==> config.mk <==
export PLATFORM = sky130hd
export DESIGN_NAME = smram_lock_regs
export DESIGN_NICKNAME = d
export VERILOG_FILES = /design/src/rtl/smram_lock_pkg.sv /design/src/rtl/smram_mask_merge.sv /design/src/rtl/smram_lock_ctrl.sv /design/src/rtl/smram_field_decode.sv /design/src/rtl/smram_lock_regs.sv
export SDC_FILE = /design/constraint.sdc
export NUM_CORES = 1
export LEC_CHECK = 0
export ABC_AREA = 1
export CORE_MARGIN = 5
export CORE_UTILIZATION = 30
export CTS_CLUSTER_DIAMETER = 50
export DETAILED_ROUTE_END_ITERATION = 16
export DONT_BUFFER_PORTS = 1
export MAX_ROUTING_LAYER = met4
export PLACE_DENSITY = 0.43
export SKIP_CTS_REPAIR_TIMING = 1
export SLEW_MARGIN = 20
export SYNTH_ARGS = -nofsm -noshare
export SYNTH_HDL_FRONTEND = slang
export SYNTH_HIERARCHICAL = 1
export SYNTH_SLANG_ARGS = --single-unit
export TNS_END_PERCENT = 5
==> constraint.sdc <==
create_clock -name clk -period 1.65 [get_ports clk]
set_input_delay 0.165 -clock clk [delete_from_list [all_inputs] [get_ports clk]]
set_output_delay 0.165 -clock clk [all_outputs]
set_load 0.02 [all_outputs]
==> src/rtl/smram_lock_pkg.sv <==
package smram_lock_pkg;
    localparam int DATA_W    = 8;
    localparam int OPEN_BIT  = 6;
    localparam int CLOSE_BIT = 5;
    localparam int LOCK_BIT  = 4;
    localparam int GEN_BIT   = 3;
    localparam int SEG_LSB   = 0;
    localparam int SEG_W     = 3;
    localparam int HIGH_BIT  = 7;
    localparam int TSZ_LSB   = 1;
    localparam int TSZ_W     = 2;
    localparam int TEN_BIT   = 0;

    // bits that lose write permission once locked
    localparam logic [DATA_W-1:0] CTL_FROZEN = 8'h5F;
    localparam logic [DATA_W-1:0] EXT_FROZEN = 8'h87;

    typedef struct packed {
        logic [DATA_W-1:0] ctl;
        logic [DATA_W-1:0] ext;
        logic [DATA_W-1:0] ctl_wmask;
        logic [DATA_W-1:0] ext_wmask;
    } smram_state_t;

    typedef struct packed {
        logic             open;
        logic             global_en;
        logic [SEG_W-1:0] base_seg;
        logic             high_en;
        logic [TSZ_W-1:0] topseg_size;
        logic             topseg_en;
    } smram_fields_t;

    function automatic smram_fields_t decode_fields(logic [DATA_W-1:0] ctl,
                                                     logic [DATA_W-1:0] ext);
        smram_fields_t f;
        f.open        = ctl[OPEN_BIT];
        f.global_en   = ctl[GEN_BIT];
        f.base_seg    = ctl[SEG_LSB +: SEG_W];
        f.high_en     = ext[HIGH_BIT];
        f.topseg_size = ext[TSZ_LSB +: TSZ_W];
        f.topseg_en   = ext[TEN_BIT];
        return f;
    endfunction
endpackage

==> src/rtl/smram_mask_merge.sv <==
module smram_mask_merge #(
    parameter int W = 8
) (
    input  logic         sel,
    input  logic [W-1:0] old_val,
    input  logic [W-1:0] new_val,
    input  logic [W-1:0] wmask,
    output logic [W-1:0] merged
);
    always_comb begin
        merged = old_val;
        if (sel) begin
            merged = (old_val & ~wmask) | (new_val & wmask);
        end
    end
endmodule

==> src/rtl/smram_lock_ctrl.sv <==
module smram_lock_ctrl
    import smram_lock_pkg::*;
(
    input  logic [DATA_W-1:0] ctl_in,
    input  logic [DATA_W-1:0] ext_in,
    input  logic [DATA_W-1:0] ctl_wmask_in,
    input  logic [DATA_W-1:0] ext_wmask_in,
    output logic [DATA_W-1:0] ctl_out,
    output logic [DATA_W-1:0] ext_out,
    output logic [DATA_W-1:0] ctl_wmask_out,
    output logic [DATA_W-1:0] ext_wmask_out
);
    logic locked;

    always_comb begin
        locked        = ctl_in[LOCK_BIT];
        ctl_out       = ctl_in;
        ext_out       = ext_in;
        ctl_wmask_out = ctl_wmask_in;
        ext_wmask_out = ext_wmask_in;
        if (locked) begin
            ctl_out[OPEN_BIT] = 1'b0;
            ctl_wmask_out     = ctl_wmask_in & ~CTL_FROZEN;
            ext_wmask_out     = ext_wmask_in & ~EXT_FROZEN;
        end
    end
endmodule

==> src/rtl/smram_field_decode.sv <==
module smram_field_decode
    import smram_lock_pkg::*;
#(
    parameter logic [DATA_W-1:0] CTL_DEFAULT = 8'h02,
    parameter logic [DATA_W-1:0] EXT_DEFAULT = 8'h00
) (
    input  logic              clk,
    input  logic              rst_n,
    input  logic [DATA_W-1:0] ctl,
    input  logic [DATA_W-1:0] ext,
    output smram_fields_t     fields_q
);
    smram_fields_t fields_d;

    always_comb begin
        fields_d = decode_fields(ctl, ext);
    end

    always_ff @(posedge clk) begin
        if (!rst_n) begin
            fields_q <= decode_fields(CTL_DEFAULT, EXT_DEFAULT);
        end else begin
            fields_q <= fields_d;
        end
    end


    open_follows_chk: assert property (@(posedge clk) disable iff (!rst_n)
        rst_n |=> fields_q.open == $past(ctl[OPEN_BIT]));


    topseg_follows_chk: assert property (@(posedge clk) disable iff (!rst_n)
        rst_n |=> fields_q.topseg_size == $past(ext[TSZ_LSB +: TSZ_W]));
endmodule

==> src/rtl/smram_lock_regs.sv <==
module smram_lock_regs
    import smram_lock_pkg::*;
#(
    parameter int                ADDR_W      = 8,
    parameter logic [ADDR_W-1:0] CTL_ADDR    = 8'h9D,
    parameter logic [ADDR_W-1:0] EXT_ADDR    = 8'h9E,
    parameter logic [DATA_W-1:0] CTL_DEFAULT = 8'h02,
    parameter logic [DATA_W-1:0] EXT_DEFAULT = 8'h00
) (
    input  logic              clk,
    input  logic              rst_n,
    input  logic [ADDR_W-1:0] cfg_addr,
    input  logic              cfg_wr,
    input  logic [7:0]        cfg_wdata,
    output logic [7:0]        cfg_rdata,
    output logic              smr_open,
    output logic              smr_global_en,
    output logic [2:0]        smr_base_seg,
    output logic              smr_high_en,
    output logic [1:0]        smr_topseg_size,
    output logic              smr_topseg_en
);
    localparam logic [DATA_W-1:0] ALL_ONES = {DATA_W{1'b1}};

    smram_state_t      state_d, state_q;
    smram_fields_t     fields_q;
    logic              wr_ctl, wr_ext;
    logic [DATA_W-1:0] ctl_merged, ext_merged;
    logic [DATA_W-1:0] ctl_locked, ext_locked, ctl_wmask_nx, ext_wmask_nx;

    assign wr_ctl = cfg_wr && (cfg_addr == CTL_ADDR);
    assign wr_ext = cfg_wr && (cfg_addr == EXT_ADDR);

    smram_mask_merge #(.W(DATA_W)) i_merge_ctl (
        .sel(wr_ctl), .old_val(state_q.ctl), .new_val(cfg_wdata),
        .wmask(state_q.ctl_wmask), .merged(ctl_merged)
    );

    smram_mask_merge #(.W(DATA_W)) i_merge_ext (
        .sel(wr_ext), .old_val(state_q.ext), .new_val(cfg_wdata),
        .wmask(state_q.ext_wmask), .merged(ext_merged)
    );

    smram_lock_ctrl i_lock (
        .ctl_in(ctl_merged), .ext_in(ext_merged),
        .ctl_wmask_in(state_q.ctl_wmask), .ext_wmask_in(state_q.ext_wmask),
        .ctl_out(ctl_locked), .ext_out(ext_locked),
        .ctl_wmask_out(ctl_wmask_nx), .ext_wmask_out(ext_wmask_nx)
    );

    always_comb begin
        state_d.ctl       = ctl_locked;
        state_d.ext       = ext_locked;
        state_d.ctl_wmask = ctl_wmask_nx;
        state_d.ext_wmask = ext_wmask_nx;
    end

    always_ff @(posedge clk) begin
        if (!rst_n) begin
            state_q.ctl       <= CTL_DEFAULT;
            state_q.ext       <= EXT_DEFAULT;
            state_q.ctl_wmask <= ALL_ONES;
            state_q.ext_wmask <= ALL_ONES;
        end else begin
            state_q <= state_d;
        end
    end

    always_comb begin
        cfg_rdata = '0;
        if (cfg_addr == CTL_ADDR) begin
            cfg_rdata = state_q.ctl;
        end else if (cfg_addr == EXT_ADDR) begin
            cfg_rdata = state_q.ext;
        end
    end

    smram_field_decode #(.CTL_DEFAULT(CTL_DEFAULT), .EXT_DEFAULT(EXT_DEFAULT)) i_decode (
        .clk(clk), .rst_n(rst_n), .ctl(state_q.ctl), .ext(state_q.ext),
        .fields_q(fields_q)
    );

    assign smr_open        = fields_q.open;
    assign smr_global_en   = fields_q.global_en;
    assign smr_base_seg    = fields_q.base_seg;
    assign smr_high_en     = fields_q.high_en;
    assign smr_topseg_size = fields_q.topseg_size;
    assign smr_topseg_en   = fields_q.topseg_en;


    lock_forces_closed_chk: assert property (@(posedge clk) disable iff (!rst_n)
        state_q.ctl[LOCK_BIT] |-> !state_q.ctl[OPEN_BIT]);


    lock_sticky_chk: assert property (@(posedge clk) disable iff (!rst_n)
        state_q.ctl[LOCK_BIT] |=> state_q.ctl[LOCK_BIT]);


    ctl_frozen_chk: assert property (@(posedge clk) disable iff (!rst_n)
        state_q.ctl[LOCK_BIT] |=> $stable(state_q.ctl & CTL_FROZEN));


    ext_frozen_chk: assert property (@(posedge clk) disable iff (!rst_n)
        state_q.ctl[LOCK_BIT] |=> $stable(state_q.ext & EXT_FROZEN));


    stray_addr_chk: assert property (@(posedge clk) disable iff (!rst_n)
        (cfg_wr && cfg_addr != CTL_ADDR && cfg_addr != EXT_ADDR)
            |=> ($stable(state_q.ctl) && $stable(state_q.ext)));


    unlocked_mask_chk: assert property (@(posedge clk) disable iff (!rst_n)
        !state_q.ctl[LOCK_BIT] |-> (state_q.ctl_wmask == ALL_ONES && state_q.ext_wmask == ALL_ONES));
endmodule

==> parameters.txt, run 1 <==
Parameter                              Value

Place
  Final Wtd Congestion ... 0.725
  Number of port buffers ... 0
  HPWL reported at the end of detailed placement ... 2750 µm

STA
  Setup-violating endpoint count in the final report ... 0
  Max transition margin ... 75.5%
  Crit path time final ... around 1.2 ns
  Total Neg Setup Slack ... 0 ns
  Final Hold Viols ... 0
  Number of pins with negative max-slew slack in the final report ... 0
  Layout Skew ... between 0.005 and 0.006 ns
  Maximum frequency from static timing analysis ... about 850 MHz
  Setup repair after global routing missed its margin ... no
  Worst hold margin ... around 0.13 ns
  Pin slew with the least headroom to its limit ... between 0.3 and 0.4 ns
  Portion of the clock cycle consumed by the worst path in the final layout ... 71.0%

Setup path
  Crit end category ... flip-flop
  Capture point of the worst path ... state_q[1]
  Critical path launch point ... cfg_addr[5]
  Logic depth of the worst register-to-register path ... 7
  Kind of start point of the critical path ... input port
  Startpoint-to-endpoint class of the critical path ... in -> reg
  Required time at the endpoint of the critical path ... 1.83 ns
  Register-to-register setup slack ... roughly 0.55 ns
  Reg-to-reg startpoint ... state_q[12]
  CP max FO ... 12
  Worst endpoint data arrival time ... roughly 1.4 ns
  Capturing point of the worst reg2reg path ... state_q[1]

Final layout
  Layout Area Growth over Synthesis ... 1.36%
  Ant. Diodes ... 0
  Final net count ... between 300 and 400
  Multi-input gate area in the final layout ... 727 µm²
  Count of filler cells inserted in the layout ... 816
  Area taken by flip-flops and latches ... approximately 820 µm²
  Fraction of final layout cells sized beyond drive strength 1 ... 10.9%

Power and ir drop
  Comb pwr share ... 3.7%
  Cell internal pwr ... 1.51 mW
  P per Cell Area ... ~850 nW/µm²
  Net Sw Frac ... 21.1%
  Reported net switching power ... 0.402 mW
  Leak ... 1.54 nW
  Part of the power in registers ... a little over half
  Max rail drop VDD ... roughly 0.33 mV
  Relative contribution of the clock network to total power ... roughly 44%

Global routing
  Global-route wire length before repair ... 6350 µm
  Overall fraction of global-route tracks in use ... a little under a tenth
  Antenna violations before repair ... 0
  Largest net degree at the start of global routing ... between 40 and 50
  Vias in the first global route ... 1308
  Total overflow reported by the global router ... 0

Synthesis
  FFs w/ async S/R, synth ... 0%
  Net count after synthesis ... approximately 350
  Ys Warns ... 6
  Synth Cell Area ... 2210 µm²
  XOR/XNOR Fraction of Synth Area ... 0%
  Synthesized-area fraction occupied by and/or/nand/nor cells ... between 30 and 40%
  Multiplexer fraction of the synthesized cell area ... 0%
  Number of enable-type register cells in the synthesized netlist ... 0
  Synth Area in Compound Gates ... 0%
  Dominant combinational cell family by area after synthesis ... simple AND/OR/NAND/NOR gates
  Number of distinct library cells after synthesis ... 15
  Most area-hungry cell type in the Yosys netlist ... sky130_fd_sc_hd__dfxtp_1
  Register bit count reported by yosys ... 41
  Main area contributors after synthesis ... sky130_fd_sc_hd__dfxtp_1, sky130_fd_sc_hd__inv_1, sky130_fd_sc_hd__nand2_1
  Mapped Avg Cell Area ... 6.72 µm²
  Share of the synthesized area in the top cell type ... 37.1%
  Count leader, synth ... sky130_fd_sc_hd__inv_1
  Arithmetic-cell share of the synthesized area counting full adders, half adders and majority gates ... 0%
  Sequential area share after synthesis ... between 30% and 40%
  Synthesized instance count ... 329
  Top post-synthesis cells by count ... sky130_fd_sc_hd__inv_1, sky130_fd_sc_hd__nand2_1, sky130_fd_sc_hd__dfxtp_1, sky130_fd_sc_hd__nand3_1, sky130_fd_sc_hd__buf_4
  Most used DFF post-synth ... sky130_fd_sc_hd__dfxtp_1

Die
  Chip height ... around 96 µm
  I/O Pins ... 36
  Core Region ... 7210 µm²
  Starting utilization of the core area ... 30.6%
  Die extent in x ... about 96 µm
  Total die area ... 9180 µm²
  Core Rows ... 31

Outcome
  Result of the run ... finished, final reports clean

Clocking
  Number of buffers created by CTS ... 5
  Clock root cell ... sky130_fd_sc_hd__clkbuf_8
  Number of buffers on the longest clock path ... 2
  Clock sink count ... slightly above 40
  Clock latency of the later-clocked register in the worst-skew pair ... 0.29 ns
  H-tree level count ... 2
  Clock tree from TritonCTS ... done
  Worst-path clk slew ... approximately 0.08 ns

Hold path
  Path type of the worst min-delay path ... in -> reg

Routing
  Number of vias in the routed layout ... 1508
  Post-detailed-route via-to-cell ratio ... about 3.7
  First DRT Iteration DRCs ... 77
  Antenna violation net count after detailed routing ... 0
  Routed wire length per instance ... roughly 9.5 µm
  DRC errors left ... 0
  First-pass DRT Iterations ... 4
  Overall routed net length ... 3910 µm

Run
  Maximum capacitance violations ... 0
[flip-flops by register name, summed over array words and instances (netlist names)]
register and count:
i_decode/fields_q 9, state_q 32
[area by class of cell]
cell class              count  area share (%)
flip-flops and latches     41            36.6
multi-input cells         152            32.5
inverters                 105            17.6
well taps                  99            5.53
clock buffers               7            3.85
repair buffers              6            2.57
clock inverters             1            1.34
[stage by stage]
stage                     instances  util (%)  instance area (µm²)  power, mW  setup WS [ns]
after global placement          402      29.2                 2100       1.07          0.210
after floorplan                 329         -                 2210       1.08          0.123
after detailed placement        402      29.2                 2100       1.07          0.159
after CTS                       410      30.8                 2220       1.92          0.477
final                           411      31.0                 2240       1.91          0.478
after global routing            411      31.0                 2240       2.01          0.321
[power groups by stage]
| stage | Sequential, mW | Clock [mW] | Combinational (mW) |
|---|---|---|---|
| floorplan | 1.02 | 0 | 0.0612 |
| global placement | 1.02 | 0 | 0.0512 |
| detailed placement | 1.02 | 0 | 0.0519 |
| CTS | 0.993 | 0.877 | 0.0522 |
| global route | 0.993 | 0.932 | 0.0807 |
| finish | 0.993 | 0.845 | 0.0715 |
[critical path: stages]
cell                      delay, ns
sky130_fd_sc_hd__inv_1         0.07
sky130_fd_sc_hd__nand2_4       0.07
sky130_fd_sc_hd__nor2_8        0.16
sky130_fd_sc_hd__nand2_2       0.06
sky130_fd_sc_hd__nor2_1        0.20
sky130_fd_sc_hd__nand2_2       0.06
sky130_fd_sc_hd__nand2_1       0.06
sky130_fd_sc_hd__nand2_1       0.05
sky130_fd_sc_hd__inv_1         0.28
sky130_fd_sc_hd__nor2_1        0.09
sky130_fd_sc_hd__inv_1         0.06
sky130_fd_sc_hd__nand2_1       0.04
[logic make-up (layout without fill, tap and decap cells)]
kind of cell           Yosys count  in the layout
buffers and inverters          136            119
DFF                             41             41
and+or+nand+nor                152            152
[layout by cell type (no fill, tap or decap), drive strengths merged]
| cell type | count |
|---|---|
| nand3 | 32 |
| inv | 105 |
| nor2 | 16 |
| nand2 | 104 |
| clkbuf | 7 |
| bufinv | 1 |
| dfxtp | 41 |
| buf | 6 |
[per-layer routing]
metal	up-vias	part of all wire, %	track usage (%)
met5	-	0	-
met4	0	0.87	3.44
met3	2	7.4	3.99
met2	34	46	15.7
met1	621	45	10.1
li1	851	-	-
[worst min path at each step]
| stage | depth (start not counted) | startpoint | endpoint |
|---|---|---|---|
| after CTS | 1 | rst_n | state_q[2] |
| after global placement | 1 | rst_n | state_q[6] |
| after global routing | 2 | rst_n | state_q[5] |
| final | 6 | cfg_wdata[6] | state_q[22] |
| after detailed placement | 1 | rst_n | state_q[5] |
| after floorplan | 2 | rst_n | state_q[26] |
Note: power is estimated with default switching activity, not from simulation.
==> run 2, diff against run 1 <==
==> constraint.sdc (replaced) <==
create_clock -name clk -period 1.2 [get_ports clk]
set_input_delay 0.12 -clock clk [delete_from_list [all_inputs] [get_ports clk]]
set_output_delay 0.12 -clock clk [all_outputs]
set_load 0.02 [all_outputs]
==> run 2 against run 1 <==
Largest power group unchanged. Combinational power increased by 43%. Critical path type is now reg -> reg. Critical path depth decreased by 9. Global-route usage increased by 0.85 points. Sequential share of layout area decreased by 2.5 points. Design area increased by 7.3%. Count of clock-buffer cells in the layout decreased by 1. Via count increased by 4.7%. Non-clock buffer count increased by 16. First-iteration DRC count decreased by 19%. Sequential power increased by 37%.
==> parameters.txt, run 2 (synthesis results as in run 1) <==
Parameter                              Value

Routing
  Routed wire length per instance ... 9.88 µm
  First-pass DRT Iterations ... 4
  Number of vias in the routed layout ... 1579
  Detailed-routed wire length on met2 ... 1940 µm
  Antenna violation net count after detailed routing ... 0
  Met3 Routed Length ... 318 µm
  First DRT Iteration DRCs ... 62
  Overall routed net length ... 4220 µm
  Highest Signal Layer ... met4
  DRC errors left ... 0
  Sum of routed wire segments on met1 ... slightly below 2000 µm
  Post-detailed-route via-to-cell ratio ... between 3 and 4

Clocking
  Clock latency of the later-clocked register in the worst-skew pair ... 0.29 ns
  Clock tree from TritonCTS ... done
  Number of buffers on the longest clock path ... 2
  Clock root cell ... sky130_fd_sc_hd__clkbuf_8
  Worst-path clk slew ... about 0.080 ns
  Clock sink count ... just over 40
  Number of buffers created by CTS ... 5
  H-tree level count ... 2

Final layout
  Commonest non-fill, non-tap cells in the layout ... sky130_fd_sc_hd__inv_1, sky130_fd_sc_hd__nand2_1, sky130_fd_sc_hd__dfxtp_1
  Multi-input gate area in the final layout ... 746 µm²
  Commonest non-fill, non-tap cell in the layout ... sky130_fd_sc_hd__inv_1
  Register with the most flip-flops ... state_q
  Layout Area Growth over Synthesis ... 8.78%
  Count of filler cells inserted in the layout ... 826
  Final standard cell area without fillers ... 2400 µm²
  Max reg flops ... 32
  Largest registers ... state_q (32), i_decode/fields_q (9)
  Post-layout util ... approximately a third
  Final net count ... 346
  Ant. Diodes ... 0
  Area taken by flip-flops and latches ... slightly above 800 µm²
  Fraction of final layout cells sized beyond drive strength 1 ... between 10% and 20%

Die
  Total die area ... roughly 9200 µm²
  Starting utilization of the core area ... 30.6%
  Core Rows ... 31
  Core Region ... 7210 µm²
  I/O Pins ... 36
  Chip height ... 95.8 µm
  Die extent in x ... roughly 96 µm

STA
  Setup repair after global routing missed its margin ... no
  Setup-violating endpoint count in the final report ... 0
  Final Hold Viols ... 0
  Number of pins with negative max-slew slack in the final report ... 0
  Portion of the clock cycle consumed by the worst path in the final layout ... between 90% and 100%
  Layout Skew ... 0.00767 ns
  Worst setup margin ... 0.0625 ns
  Max transition margin ... 80.8%
  Worst hold margin ... 0.0707 ns
  Crit path time final ... 1.14 ns
  Pin slew with the least headroom to its limit ... 0.287 ns
  Maximum frequency from static timing analysis ... 879 MHz

Place
  Number of port buffers ... 0
  Final Wtd Congestion ... 0.735
  Pre-CTS setup slack ... -0.158 ns
  HPWL reported at the end of detailed placement ... 2880 µm
  Placement-stage cell area ... 2160 µm²

Setup path
  Required time at the endpoint of the critical path ... 1.43 ns
  Cell type group with the largest total delay on the critical path ... buffers and inverters
  Worst endpoint data arrival time ... 1.37 ns
  Crit end category ... flip-flop
  CP max FO ... 3
  Largest stage delay on the critical path ... 0.52 ns
  Kind of start point of the critical path ... flip-flop
  Buffer and inverter count on the worst path ... 2
  Critical-path cell with the highest stage delay ... sky130_fd_sc_hd__dlygate4sd3_1
  Cells along the critical path ... nand2_1, inv_1, dlygate4sd3_1
  Startpoint-to-endpoint class of the critical path ... reg -> reg

Hold path
  Path type of the worst min-delay path ... in -> reg

Outcome
  Result of the run ... finished, final reports clean

Global routing
  Antenna violations before repair ... 0
  Total overflow reported by the global router ... 0
  Global-route wire length before repair ... 7060 µm
  Overall fraction of global-route tracks in use ... a little over 10%
  Largest net degree at the start of global routing ... 42
  Vias in the first global route ... around 1400

Power and ir drop
  Power after layout ... 2.35 mW
  Leak ... 1.57 nW
  P per Cell Area ... 978 nW/µm²
  Max rail drop VDD ... 0.321 mV

Run
  Maximum capacitance violations ... 0
==> run 2: metal layers <==
metal | vias up | track usage, %
li1 | 880 | -
met1 | 666 | 12.7
met2 | 31 | 15.6
met3 | 2 | 4.14
met4 | 0 | 3.20
met5 | - | -
==> run 2: path summary, 6_finish.rpt <==
path                               end  slack (ns)  cells past startpoint         from
setup / recovery  i_decode/fields_q[8]        0.06                      3  state_q[30]
hold / removal             state_q[14]        0.07                      2        rst_n
setup reg to reg  i_decode/fields_q[8]        0.06                      3  state_q[30]
hold reg to reg   i_decode/fields_q[0]        0.47                      2  state_q[16]
==> run 2: area by class of cell <==
class / count / area share, %
Clock inverter: 2 / 0.416
Timing Repair Buffer: 22 / 8.85
Sequential cell: 41 / 34.1
Inverter: 105 / 17.4
Multi-Input combinational cell: 152 / 31.0
Tap cell: 99 / 5.15
Clock buffer: 6 / 3.02
==> run 2: where the power goes <==
part	switching (mW)	leakage (nW)	internal, mW
Sequential	0.00281	0.331	1.36
Clock	0.480	0.0450	0.404
Combinational	0.0650	1.20	0.0371
Total	0.547	1.57	1.80
==> run 2: stage by stage <==
step | instances | TNS (ns)
finish | 427 | 0
global route | 427 | 0
CTS | 412 | 0
global placement | 404 | -1.16
detailed placement | 404 | -2.24
floorplan | 329 | -4.37
==> run 3, diff against run 2 <==
--- a/config.mk
+++ b/config.mk
@@ -6,13 +6,15 @@
 export NUM_CORES = 1
 export LEC_CHECK = 0
 export ABC_AREA = 1
+export CELL_PAD_IN_SITES_DETAIL_PLACEMENT = 1
+export CELL_PAD_IN_SITES_GLOBAL_PLACEMENT = 1
 export CORE_MARGIN = 5
 export CORE_UTILIZATION = 30
 export CTS_CLUSTER_DIAMETER = 50
 export DETAILED_ROUTE_END_ITERATION = 16
 export DONT_BUFFER_PORTS = 1
 export MAX_ROUTING_LAYER = met4
-export PLACE_DENSITY = 0.43
+export PLACE_DENSITY = 0.56
 export SKIP_CTS_REPAIR_TIMING = 1
 export SLEW_MARGIN = 20
 export SYNTH_ARGS = -nofsm -noshare
==> run 3 against run 2 <==
Combinational power rose by 13%. Non-clock buffer count fell by 11. Sequential share of layout area rose by 1.4 points. Power increased by 8.9%. Design area down 3.9%. Critical path type is now in -> out.
==> parameters.txt, run 3 (synthesis results as in run 1) <==
Parameter                              Value

Power and ir drop
  Leak ... 1.57 nW
  P per Cell Area ... 1110 nW/µm²
  Max rail drop VDD ... 0.575 mV
  Power after layout ... 2.56 mW

Die
  Starting utilization of the core area ... 30.6%
  I/O Pins ... 36
  Die extent in x ... ~96 µm
  Total die area ... 9180 µm²
  Core Region ... 7210 µm²
  Core Rows ... 31
  Chip height ... 95.8 µm

Run
  Maximum capacitance violations ... 0

Final layout
  Max reg flops ... 32
  Commonest non-fill, non-tap cells in the layout ... sky130_fd_sc_hd__inv_1, sky130_fd_sc_hd__nand2_1, sky130_fd_sc_hd__dfxtp_1
  Ant. Diodes ... 0
  Commonest non-fill, non-tap cell in the layout ... sky130_fd_sc_hd__inv_1
  Largest registers ... state_q (32), i_decode/fields_q (9)
  Fraction of final layout cells sized beyond drive strength 1 ... 13.3%
  Register with the most flip-flops ... state_q
  Count of non-filler cells in the finished layout ... 415
  Final net count ... 335
  Count of filler cells inserted in the layout ... between 900 and 1000
  Layout Area Growth over Synthesis ... 4.53%

STA
  Number of pins with negative max-slew slack in the final report ... 0
  Pin slew with the least headroom to its limit ... 0.227 ns
  Portion of the clock cycle consumed by the worst path in the final layout ... about nine tenths
  Layout Skew ... 0.00298 ns
  Maximum frequency from static timing analysis ... 938 MHz
  Setup-violating endpoint count in the final report ... 0
  Total Neg Setup Slack ... 0 ns
  Max transition margin ... between 80% and 90%
  Crit path time final ... ~1.1 ns
  Setup repair after global routing missed its margin ... no
  Final Hold Viols ... 0

Global routing
  Global-route wire length before repair ... 7400 µm
  Total overflow reported by the global router ... 0
  GR Layer Usage met3 ... under 10%
  Largest net degree at the start of global routing ... 42
  Vias in the first global route ... 1607
  Met2 layer usage reported by global route ... between 10% and 20%
  Antenna violations before repair ... 0
  Overall fraction of global-route tracks in use ... 11.1%
  Most Crowded Layer GR ... met2
  Routing usage on met1 ... 12.0%

Setup path
  Startpoint-to-endpoint class of the critical path ... in -> out
  Worst endpoint data arrival time ... 0.95 ns
  CP max FO ... 8
  Kind of start point of the critical path ... input port
  Required time at the endpoint of the critical path ... 1.08 ns
  Crit end category ... output port

Routing
  First DRT Iteration DRCs ... 31
  First-pass DRT Iterations ... 4
  DRC errors left ... 0
  Post-detailed-route via-to-cell ratio ... ~4
  Overall routed net length ... approximately 4400 µm
  Number of vias in the routed layout ... 1636
  Routed wire length per instance ... 10.6 µm
  Antenna violation net count after detailed routing ... 0

Outcome
  Result of the run ... finished, final reports clean

Place
  Post-placement cell count ... 407
  HPWL reported at the end of detailed placement ... about 3200 µm
  Final Wtd Congestion ... between 0.6 and 0.7
  Number of port buffers ... 0

Clocking
  Number of buffers created by CTS ... 5
  Clock tree from TritonCTS ... done
  Number of buffers on the longest clock path ... 2
  Clock root cell ... sky130_fd_sc_hd__clkbuf_8
  Clock latency of the later-clocked register in the worst-skew pair ... 0.29 ns
  Worst-path clk slew ... 0.08 ns
  Clock sink count ... 41
  H-tree level count ... 2

Hold path
  Path type of the worst min-delay path ... in -> reg
-- run 3: path summary, 6_finish.rpt --
kind                              startpoint           end  slack [ns]  depth (start not counted)
worst max-delay path             cfg_addr[3]  cfg_rdata[4]        0.13                          6
worst min-delay path            cfg_wdata[1]   state_q[25]        0.09                          6
worst max register to register   state_q[12]    state_q[1]        0.20                          7
worst min register to register    state_q[6]    state_q[6]        0.45                          2
-- run 3: cell type report --
class | count | area (µm²) | area share, %
multi-input combinational | 152 | 748 | 32.4
clock inverter | 2 | 35.0 | 1.52
tap | 99 | 124 | 5.36
sequential | 41 | 821 | 35.5
clock buffer | 5 | 68.8 | 2.98
inverter | 105 | 418 | 18.1
timing repair buffer | 11 | 95.1 | 4.12
-- run 3: where the power goes --
part | internal (mW) | total (mW) | switching (mW) | leakage [nW]
clock | 0.605 | 1.08 | 0.474 | 0.0540
combinational | 0.0391 | 0.115 | 0.0755 | 1.19
sequential | 1.36 | 1.36 | 0.00265 | 0.331
total | 2.01 | 2.56 | 0.552 | 1.57
-- run 3: worst max-delay path: stages --
cell                      delay (ns)
sky130_fd_sc_hd__nand2_2        0.08
sky130_fd_sc_hd__buf_4          0.17
sky130_fd_sc_hd__nor2_8         0.10
sky130_fd_sc_hd__buf_4          0.19
sky130_fd_sc_hd__nand3_1        0.09
sky130_fd_sc_hd__nand2_1        0.21
-- run 3: stage by stage --
step / worst slack, ns / hold WS, ns / area [µm²] / utilization, %
global placement: -0.0855 / 0.194 / 2180 / 30.2
detailed placement: -0.167 / 0.198 / 2180 / 30.2
global route: 0.0535 / 0.0899 / 2310 / 32.0
CTS: 0.0977 / -0.113 / 2280 / 31.7
floorplan: -0.222 / 0.213 / 2250 / -
finish: 0.133 / 0.0859 / 2310 / 32.0
-- run 3: per-layer routing --
metal  vias up  wire length, µm
li1        856                -
met1       742             1810
met2        32             2160
met3         6              365
met4         0               76
met5         -                0
